## src/rtl/irqhub_pkg.sv

```systemverilog
package irqhub_pkg;
  localparam int NCAUSE    = 6;
  localparam int C_DONE    = 0;
  localparam int C_ERR     = 1;
  localparam int C_RDY     = 2;
  localparam int C_PM      = 3;
  localparam int C_PHY     = 4;
  localparam int C_WAKE    = 5;
  localparam int ALIAS_OFS = 16;
  localparam int SPAN_W    = 5;
  localparam int CTL_INIT  = 2;
  localparam int CTL_NOCOR = 3;
  localparam int STEER_LSB = 30;
  localparam int READY_BIT = 31;
  localparam int NLINES    = 4;
  localparam int LSEL_W    = 2;

  localparam logic [SPAN_W-1:0] OFF_CTRL  = 5'h00;
  localparam logic [SPAN_W-1:0] OFF_PSTAT = 5'h04;
  localparam logic [SPAN_W-1:0] OFF_ISTAT = 5'h08;
  localparam logic [SPAN_W-1:0] OFF_SLOT  = 5'h0C;
  localparam logic [SPAN_W-1:0] OFF_ENSET = 5'h10;
  localparam logic [SPAN_W-1:0] OFF_ENCLR = 5'h14;

  typedef logic [NCAUSE-1:0] cause_t;
  typedef logic [LSEL_W-1:0] line_sel_t;
endpackage

```

## src/rtl/irqhub_rst_sync.sv

```systemverilog
module irqhub_rst_sync (
  input  logic clk,
  input  logic rst_n,
  output logic rst_sync_n
);
  logic [1:0] sync_q;

  always_ff @(posedge clk or negedge rst_n) begin
    if (!rst_n) sync_q <= 2'b00;
    else        sync_q <= {sync_q[0], 1'b1};
  end

  assign rst_sync_n = sync_q[1];
endmodule

```

## src/rtl/port_ready_seq.sv

```systemverilog
module port_ready_seq #(
  parameter int INIT_CYCLES = 32
) (
  input  logic clk,
  input  logic rst_n,
  input  logic start,
  input  logic err,
  output logic ready,
  output logic busy,
  output logic rise
);
  localparam int CNT_W = (INIT_CYCLES < 2) ? 1 : $clog2(INIT_CYCLES);

  logic             ready_q, ready_d;
  logic             busy_q, busy_d;
  logic [CNT_W-1:0] cnt_q, cnt_d;
  logic             cnt_en;
  logic             done_now;

  assign done_now = busy_q && (cnt_q == '0);

  always_comb begin
    ready_d = ready_q;
    busy_d  = busy_q;
    cnt_d   = cnt_q;
    cnt_en  = 1'b0;
    if (err) begin
      ready_d = 1'b0;
      busy_d  = 1'b0;
    end else if (start) begin
      ready_d = 1'b0;
      busy_d  = 1'b1;
      cnt_en  = 1'b1;
      cnt_d   = CNT_W'(INIT_CYCLES - 1);
    end else if (done_now) begin
      busy_d  = 1'b0;
      ready_d = 1'b1;
    end else if (busy_q) begin
      cnt_en  = 1'b1;
      cnt_d   = cnt_q - 1'b1;
    end
  end

  always_ff @(posedge clk or negedge rst_n) begin
    if (!rst_n) begin
      ready_q <= 1'b0;
      busy_q  <= 1'b0;
    end else begin
      ready_q <= ready_d;
      busy_q  <= busy_d;
    end
  end

  always_ff @(posedge clk or negedge rst_n) begin
    if (!rst_n)      cnt_q <= '0;
    else if (cnt_en) cnt_q <= cnt_d;
  end

  assign ready = ready_q;
  assign busy  = busy_q;
  assign rise  = done_now && !err && !start;
endmodule

```

## src/rtl/irq_port_unit.sv

```systemverilog
module irq_port_unit
  import irqhub_pkg::*;
#(
  parameter int INIT_CYCLES = 32
) (
  input  logic              clk,
  input  logic              rst_n,
  input  logic              hit,
  input  logic [SPAN_W-1:0] offs,
  input  logic              wr,
  input  logic              rd,
  input  logic [31:0]       wdata,
  input  logic              ev_done,
  input  logic              ev_err,
  input  logic              ev_pm,
  input  logic              phy_rdy,
  input  logic              ev_wake,
  output logic [31:0]       rdata,
  output cause_t            stat,
  output line_sel_t         steer,
  output logic              port_irq,
  output logic              port_ready
);
  cause_t    stat_q, stat_d, stat_set, stat_clr;
  cause_t    en_q, en_d;
  line_sel_t steer_q, steer_d;
  logic      nocor_q, nocor_d;
  logic      phy_q;
  logic      wr_ctrl, wr_istat, wr_enset, wr_enclr, rd_slot;
  logic      start, rdy_rise, busy;
  logic      en_upd;
  logic      wdata_unused;

  assign wr_ctrl  = hit && wr && (offs == OFF_CTRL);
  assign wr_istat = hit && wr && (offs == OFF_ISTAT);
  assign wr_enset = hit && wr && (offs == OFF_ENSET);
  assign wr_enclr = hit && wr && (offs == OFF_ENCLR);
  assign rd_slot  = hit && rd && (offs == OFF_SLOT);
  assign start    = wr_ctrl && wdata[CTL_INIT];
  assign en_upd   = wr_enset || wr_enclr;

  assign wdata_unused = ^{wdata[29:22], wdata[15:6], wdata[1:0]};

  port_ready_seq #(.INIT_CYCLES(INIT_CYCLES)) u_rdy (
    .clk   (clk),
    .rst_n (rst_n),
    .start (start),
    .err   (ev_err),
    .ready (port_ready),
    .busy  (busy),
    .rise  (rdy_rise)
  );

  always_comb begin
    stat_set         = '0;
    stat_set[C_DONE] = ev_done;
    stat_set[C_ERR]  = ev_err;
    stat_set[C_RDY]  = rdy_rise;
    stat_set[C_PM]   = ev_pm;
    stat_set[C_PHY]  = phy_rdy ^ phy_q;
    stat_set[C_WAKE] = ev_wake;

    stat_clr = '0;
    if (wr_istat)
      stat_clr = wdata[NCAUSE-1:0] | wdata[ALIAS_OFS+NCAUSE-1:ALIAS_OFS];
    if (rd_slot && !nocor_q)
      stat_clr[C_DONE] = 1'b1;

    stat_d = (stat_q & ~stat_clr) | stat_set;
  end

  always_comb begin
    en_d    = en_q;
    steer_d = steer_q;
    if (wr_enset) begin
      en_d    = en_q | wdata[NCAUSE-1:0];
      steer_d = steer_q | wdata[STEER_LSB+LSEL_W-1:STEER_LSB];
    end else if (wr_enclr) begin
      en_d    = en_q & ~wdata[NCAUSE-1:0];
      steer_d = steer_q & ~wdata[STEER_LSB+LSEL_W-1:STEER_LSB];
    end
    nocor_d = wr_ctrl ? wdata[CTL_NOCOR] : nocor_q;
  end

  always_ff @(posedge clk or negedge rst_n) begin
    if (!rst_n) begin
      stat_q <= '0;
      phy_q  <= 1'b0;
    end else begin
      stat_q <= stat_d;
      phy_q  <= phy_rdy;
    end
  end

  always_ff @(posedge clk or negedge rst_n) begin
    if (!rst_n) begin
      en_q    <= '0;
      steer_q <= '0;
    end else if (en_upd) begin
      en_q    <= en_d;
      steer_q <= steer_d;
    end
  end

  always_ff @(posedge clk or negedge rst_n) begin
    if (!rst_n)       nocor_q <= 1'b0;
    else if (wr_ctrl) nocor_q <= nocor_d;
  end

  always_comb begin
    rdata = '0;
    if (hit) begin
      unique case (offs)
        OFF_CTRL: begin
          rdata[CTL_NOCOR] = nocor_q;
          rdata[CTL_INIT]  = busy;
        end
        OFF_PSTAT: begin
          rdata[READY_BIT] = port_ready;
          rdata[0]         = busy;
        end
        OFF_ISTAT: rdata[NCAUSE-1:0] = stat_q;
        OFF_SLOT:  rdata[0] = stat_q[C_DONE];
        OFF_ENSET, OFF_ENCLR: begin
          rdata[NCAUSE-1:0]                   = en_q;
          rdata[STEER_LSB+LSEL_W-1:STEER_LSB] = steer_q;
        end
        default: rdata = '0;
      endcase
    end
  end

  assign stat     = stat_q;
  assign steer    = steer_q;
  assign port_irq = |(stat_q & en_q);
endmodule

```

## src/rtl/irq_line_router.sv

```systemverilog
module irq_line_router
  import irqhub_pkg::*;
#(
  parameter int NPORTS = 2
) (
  input  logic [NPORTS-1:0]             port_irq,
  input  logic [NPORTS-1:0][LSEL_W-1:0] steer,
  input  logic                          steer_on,
  output logic [NLINES-1:0]             line
);
  for (genvar l = 0; l < NLINES; l++) begin : g_line
    always_comb begin
      line[l] = 1'b0;
      for (int p = 0; p < NPORTS; p++) begin
        if (steer_on) begin
          if (steer[p] == LSEL_W'(l)) line[l] = line[l] | port_irq[p];
        end else if (l == 0) begin
          line[l] = line[l] | port_irq[p];
        end
      end
    end
  end
endmodule

```

## src/rtl/port_irq_hub.sv

```systemverilog
module port_irq_hub
  import irqhub_pkg::*;
#(
  parameter int NPORTS      = 2,
  parameter int INIT_CYCLES = 32,
  parameter int ADDR_W      = 8
) (
  input  logic              clk,
  input  logic              rst_n,
  input  logic [ADDR_W-1:0] bus_addr,
  input  logic              bus_wr,
  input  logic              bus_rd,
  input  logic [31:0]       bus_wdata,
  output logic [31:0]       bus_rdata,
  input  logic [NPORTS-1:0] ev_done,
  input  logic [NPORTS-1:0] ev_err,
  input  logic [NPORTS-1:0] ev_pm,
  input  logic [NPORTS-1:0] phy_rdy,
  input  logic [NPORTS-1:0] ev_wake,
  output logic [NPORTS-1:0] port_ready,
  output logic [3:0]        irq_line
);
  localparam int PSEL_W = ADDR_W - SPAN_W;

  logic                          rst_q_n;
  logic [PSEL_W-1:0]             psel;
  logic [SPAN_W-1:0]             offs;
  logic [NPORTS-1:0]             port_irq;
  logic [NPORTS-1:0][LSEL_W-1:0] steer_all;
  logic [NPORTS-1:0][NCAUSE-1:0] stat_all;
  logic [NPORTS-1:0][31:0]       unit_rdata;
  logic                          glb_hit, glb_wr;
  logic                          steer_on, steer_on_d;

  assign psel    = bus_addr[ADDR_W-1:SPAN_W];
  assign offs    = bus_addr[SPAN_W-1:0];
  assign glb_hit = (psel == PSEL_W'(NPORTS)) && (offs == OFF_CTRL);
  assign glb_wr  = glb_hit && bus_wr;

  irqhub_rst_sync u_rst (
    .clk        (clk),
    .rst_n      (rst_n),
    .rst_sync_n (rst_q_n)
  );

  for (genvar p = 0; p < NPORTS; p++) begin : g_port
    irq_port_unit #(.INIT_CYCLES(INIT_CYCLES)) u_unit (
      .clk        (clk),
      .rst_n      (rst_q_n),
      .hit        (psel == PSEL_W'(p)),
      .offs       (offs),
      .wr         (bus_wr),
      .rd         (bus_rd),
      .wdata      (bus_wdata),
      .ev_done    (ev_done[p]),
      .ev_err     (ev_err[p]),
      .ev_pm      (ev_pm[p]),
      .phy_rdy    (phy_rdy[p]),
      .ev_wake    (ev_wake[p]),
      .rdata      (unit_rdata[p]),
      .stat       (stat_all[p]),
      .steer      (steer_all[p]),
      .port_irq   (port_irq[p]),
      .port_ready (port_ready[p])
    );
  end

  assign steer_on_d = glb_wr ? bus_wdata[0] : steer_on;

  always_ff @(posedge clk or negedge rst_q_n) begin
    if (!rst_q_n)    steer_on <= 1'b0;
    else if (glb_wr) steer_on <= steer_on_d;
  end

  always_comb begin
    bus_rdata = glb_hit ? {31'b0, steer_on} : 32'b0;
    for (int p = 0; p < NPORTS; p++) bus_rdata = bus_rdata | unit_rdata[p];
  end

  irq_line_router #(.NPORTS(NPORTS)) u_router (
    .port_irq (port_irq),
    .steer    (steer_all),
    .steer_on (steer_on),
    .line     (irq_line)
  );
endmodule

```

## config.mk

```make
export PLATFORM = sky130hd
export DESIGN_NAME = port_irq_hub
export DESIGN_NICKNAME = d
export VERILOG_FILES = /design/src/rtl/irqhub_pkg.sv /design/src/rtl/irqhub_rst_sync.sv /design/src/rtl/port_ready_seq.sv /design/src/rtl/irq_port_unit.sv /design/src/rtl/irq_line_router.sv /design/src/rtl/port_irq_hub.sv
export SDC_FILE = /design/constraint.sdc
export NUM_CORES = 1
export LEC_CHECK = 0
export BUFFER_PORTS_ARGS = -buffer_cell sky130_fd_sc_hd__buf_2
export CORE_MARGIN = 2
export CORE_UTILIZATION = 35
export DETAILED_ROUTE_END_ITERATION = 16
export GPL_ROUTABILITY_DRIVEN = 0
export SLEW_MARGIN = 10
export SYNTH_ARGS = -nofsm -noshare
export SYNTH_HDL_FRONTEND = slang
export SYNTH_SLANG_ARGS = --single-unit
```

## constraint.sdc

```tcl
create_clock -name clk -period 2.1 [get_ports clk]
set_input_delay 0.525 -clock clk [delete_from_list [all_inputs] [get_ports clk]]
set_output_delay 0.525 -clock clk [all_outputs]
set_load 0.01 [all_outputs]
```

# == After elaboration in Yosys (flattened, before gate mapping) ==
# Index checks and enable logic that the tools add are counted.
# word_totals
ram_bits,0
romBits,0
ff_bits,49
wordCells,187
output_inout_bits,38
latch_bits,0
memories,0
inputBits,54
# op_classes
shift,0
magnitude_cmp,0
multipliers,0
div,0
eq_ne,15
reduce_logical,54
n_mux,69
bitwise,29
addsub,2
# ops
operator,count
2-to-1 mux 32 bit,2
2-to-1 mux 1 bit,41
bitwise AND 6 bit,6
2-to-1 mux 6 bit,6
OR 1 x 32 -> 32 bit,1
OR 32 bit,1
2-to-1 mux 5 bit,6
OR 6 bit,5
logical AND 1 bit,26
inverter 6 bit,3
logical NOT 5 bit,3
one-hot mux 2 bit (3 select lines),2
OR reduction 6 bit,2
"== test 5 x 4 -> 1 bit, second input constant",2
"== test 5 bit, second input constant",2
"subtractor 5 x 1 -> 5 bit, second input constant",2
"== test 2 bit, second input constant",4
2-to-1 mux 2 bit,4
one-hot mux 1 bit (2 select lines),4
one-hot mux 2 bit (2 select lines),2
AND reduction 4 bit,2
nonzero test 2 bit,4
logical NOT 1 bit,6
one-hot mux 1 bit (3 select lines),2
other kinds (17),31

# == Depth between registers and ports, before layout ==
# depth
ltp_word,8
ltp_mapped,7

# == Modules after synthesis ==
# From an unflattened synthesis, not the netlist that was laid out.
# hier_totals
cells_unflattened,388
hier_area_um2,3587.2
# modules_own_cells
mod,cells_each,seq_area_each_um2,n_inst,area_per_inst_um2
irq_port_unit,127,400.4,2,1174.9
port_ready_seq,40,175.2,2,395.4
port_irq_hub,39,25.0,1,311.5
irq_line_router,12,0.0,1,81.3
irqhub_rst_sync,3,50.0,1,53.8

# == Least setup slack after synthesis ==
# Ideal clock, no wire load.
# synth_path
kind,input -> output
from,in bus_addr[3]
to,out bus_rdata[1]
setup_slack_ns,-0.184
stages,7
arrival_time_ns,1.759
path_buffers,3
t_required_ns,1.575
path_cell_list,buf_2 nor2b_1 clkbuf_1 and2_0 clkbuf_1 a22oi_1 o22ai_1
# synth_between
elab_chain_len,6
word_cells_on_any_way,10
# synth_rtl
item,line,source
from (decl),port_irq_hub.sv:10,"input logic [ADDR_W-1:0] bus_addr,"
== test 5 bit,irq_port_unit.sv:113,unique case (offs)
OR reduction 2 bit,irq_port_unit.sv:113,
one-hot mux 1 bit (2 select lines),irq_port_unit.sv:113,
2-to-1 mux 32 bit,irq_port_unit.sv:112,if (hit) begin
OR 1 x 32 -> 32 bit,port_irq_hub.sv:77,for (int p = 0; p < NPORTS; p++) bus_rdata = bus_rdata | unit_rdata[p];
OR 32 bit (*),port_irq_hub.sv:77,
to (decl),port_irq_hub.sv:14,"output logic [31:0] bus_rdata,"
# Every way passes the cells marked *; elsewhere a longest branch is shown, timed or not.

==> flow_metrics.tcl <==
set metrics [dict create \
    status "finished, violations left" \
    violations "setup timing" \
    cp.required_ns 1.57 \
    crit_chain "a22oi_2 > and3_4 > a41oi_1 > a211o_1 > buf_2" \
    overflow 0 \
    total_power_mw 1.85 \
    period_needed_ns 2.25 \
    dr_total_vias 2596 \
    finalNetCount 450 \
    multi_input_area_um2 1600 \
    timing.rr.start "g_port[0].u_unit.u_rdy.cnt_q[0]$_DFFE_PN0P_" \
    max_stage_delay_ns 0.42 \
    dominantRegCellSynth "dfrtp_1" \
    syn_area_um2 2920 \
    syn_avg_cell_area_um2 9.43 \
    synth_edf_count 0 \
    clk_path_buf_depth 2 \
    dp_hpwl_um 6000 \
    ys_ff_latch 49 \
    synth_area_leaders "dfrtp_1 (42%), buf_4 (6.7%), mux2i_1 (5.5%)" \
    rsz0062_at_grt "yes" \
    drive_above_1_share 0.351 \
    worst_r2r_path_depth 6 \
    skew_ns 0.0117 \
    grt_pass1_vias 2431 \
    die_x_um 95.4 \
    max_cap_violations 0 \
    die_y_um 95.4 \
    grt_start_max_net_pins 48 \
    seq_area_frac_synth 0.419 \
    yosysMostFrequentCell "dfrtp_1" \
    n_fill_cell 823 \
    r2r_slack_ns 0.22 \
    critical_path_class "reg -> out" \
    wl_per_cell_um 15.8 \
    cts.sinks 49 \
    rows 33 \
    grt_usage 0.179 \
    synth_cell_types 55 \
    p_per_area_nw_per_um2 495 \
    finalSetupViolCount 5 \
    cp_max_fo 5 \
    clkLatencyLatePin_ns 0.30 \
    final_util 0.457 \
    hp-class "reg -> async" \
    finalWorstSetupSlack_ns -0.147 \
    die_area_um2 9100 \
    peakVddDrop_mv 0.308 \
    netlist_instances 310 \
    timing.rr.end "g_port[0].u_unit.u_rdy.cnt_q[0]$_DFFE_PN0P_" \
    drc 0 \
    slowest_stage "dfrtp_1" \
    portBuffers 49 \
    htreeDepth 2 \
    yosys_warnings 0 \
    drt_pre_antenna_iters 4 \
    antenna_found_initial 0 \
    via_per_inst 5.21 \
    yosys.area.top_type "dfrtp_1" \
    crit_arrival_ns 1.72 \
    area_delta_synth_final_pct 27.6 \
    yosys.area.top_type_share 0.419 \
    fin_crit_sh 1.07 \
    drtIter0Drc 164 \
    path_clk_slew_ns 0.10 \
    cp-end-kind "primary output" \
    grt_pass1_wl_um 12400 \
    hold_viol_final 0 \
    critPathLaunchType "register" \
    pre_cts_ws_ns -0.206 \
    ant_nets 0 \
    report.final.slew_viol_count 0 \
    yosys-top-cells-count "dfrtp_1 (49), buf_4 (26), nand2_1 (26)" \
    synthArstFlopShare 1.00 \
    timing.fmax_mhz 445 \
    cts-root-buf "clkbuf_8" \
    wl_um 7880 \
    diodes 0 \
    cts_tree "yes" \
    seq_area_um2 1230 \
    leakagePower_nw 1.76 \
    start_util 0.358 \
    ios 92 \
    cts_made_buffers 5 \
    core_um2 8180 \
]
[where the power goes]
part	internal [mW]	switching, mW
Clock	0.231	0.320
Sequential	0.973	0.0304
Combinational	0.130	0.163
[cells by family after synthesis]
family | after synthesis | synth area share
DFF | 49 | 0.419
xor gates and xnor gates | 4 | 0.0120
other | 2 | 0.00257
and+or+nand+nor | 95 | 0.181
adders and majority gates | 4 | 0.0171
muxes | 19 | 0.0663
buffers and inverters | 58 | 0.111
AOI/OAI and AO/OA | 79 | 0.190
[worst max-delay path: cells and delay by family (launching register included)]
kind            cells  cell delay (ns)
flops               1             0.42
compound gates      3             0.61
simple gates        1             0.25
buf+inv             1             0.14
[area by class of cell]
| type | instances | share of cell area |
|---|---|---|
| multi-input combinational | 226 | 0.429 |
| clock inverter | 3 | 0.00469 |
| clock buffer | 5 | 0.0184 |
| timing repair buffer | 90 | 0.164 |
| inverter | 20 | 0.0201 |
| tap | 105 | 0.0352 |
| sequential | 49 | 0.329 |
[layout by cell type (no fill, tap or decap), types with 2 or more instances in the layout]
cell,netlist,routed
a21o_1,6,6
buf_12,0,2
xnor2_1,2,2
clkbuf_8,0,5
a21oi_1,8,7
nor4b_1,2,2
mux2_2,3,3
a32o_1,2,2
o31ai_1,4,4
o22ai_2,0,5
and3_4,0,3
clkinv_2,0,2
o21ai_0,18,18
nand2_1,26,26
ha_1,4,4
and4_1,2,2
buf_6,1,5
a22oi_2,0,9
a22oi_1,19,10
nand4_1,6,6
xor2_1,2,2
and3_1,5,2
nand3_1,8,7
conb_1,2,25
buf_4,26,37
dfrtp_1,49,48
nor2b_1,4,4
o32ai_1,2,2
nor3b_1,3,2
nor3_1,10,9
mux2i_1,16,16
inv_1,20,20
a22o_1,3,3
nor2_1,14,13
or3_4,0,2
buf_2,2,44
or4b_2,2,2
o21bai_1,2,2
[layer usage]
layer,share of wire,GRT usage,vias to the layer above
li1,-,-,1234
met4,0.023,0.0548,0
met2,0.48,0.290,80
met1,0.46,0.248,1266
met5,0,0,-
met3,0.046,0.0292,16
[through the flow]
step	hold slack, ns	instances	setup TNS (ns)	area (µm²)
final	0.239	498	-0.508	3730
after global routing	0.297	498	-1.14	3730
after detailed placement	0.258	485	-1.22	3480
after global placement	0.256	485	-1.21	3480
after CTS	0.257	495	-0.516	3690
after floorplan	0.229	333	0	3070
[repair_timing]
action,4_1_cts,5_1_grt
endpoints found under the hold margin,2,0
endpoints found under the setup margin,8,9
hold buffers,1,0
resized for setup,27,5
pin swaps,8,7
setup buffers,1,3
[worst max-delay path by stage]
stage                 from           end  slack (ns)  cells after the start
2_1_floorplan  bus_addr[3]  bus_rdata[3]        0.02                      6
3_3_place_gp   bus_addr[3]  bus_rdata[4]       -0.20                      6
3_5_place_dp   bus_addr[3]  bus_rdata[5]       -0.21                      6
4_1_cts        bus_addr[2]  bus_rdata[0]       -0.14                      6
5_1_grt           register   irq_line[0]       -0.21                      5
6_report          register   irq_line[0]       -0.15                      5
Power figures use the tool's default switching activity.
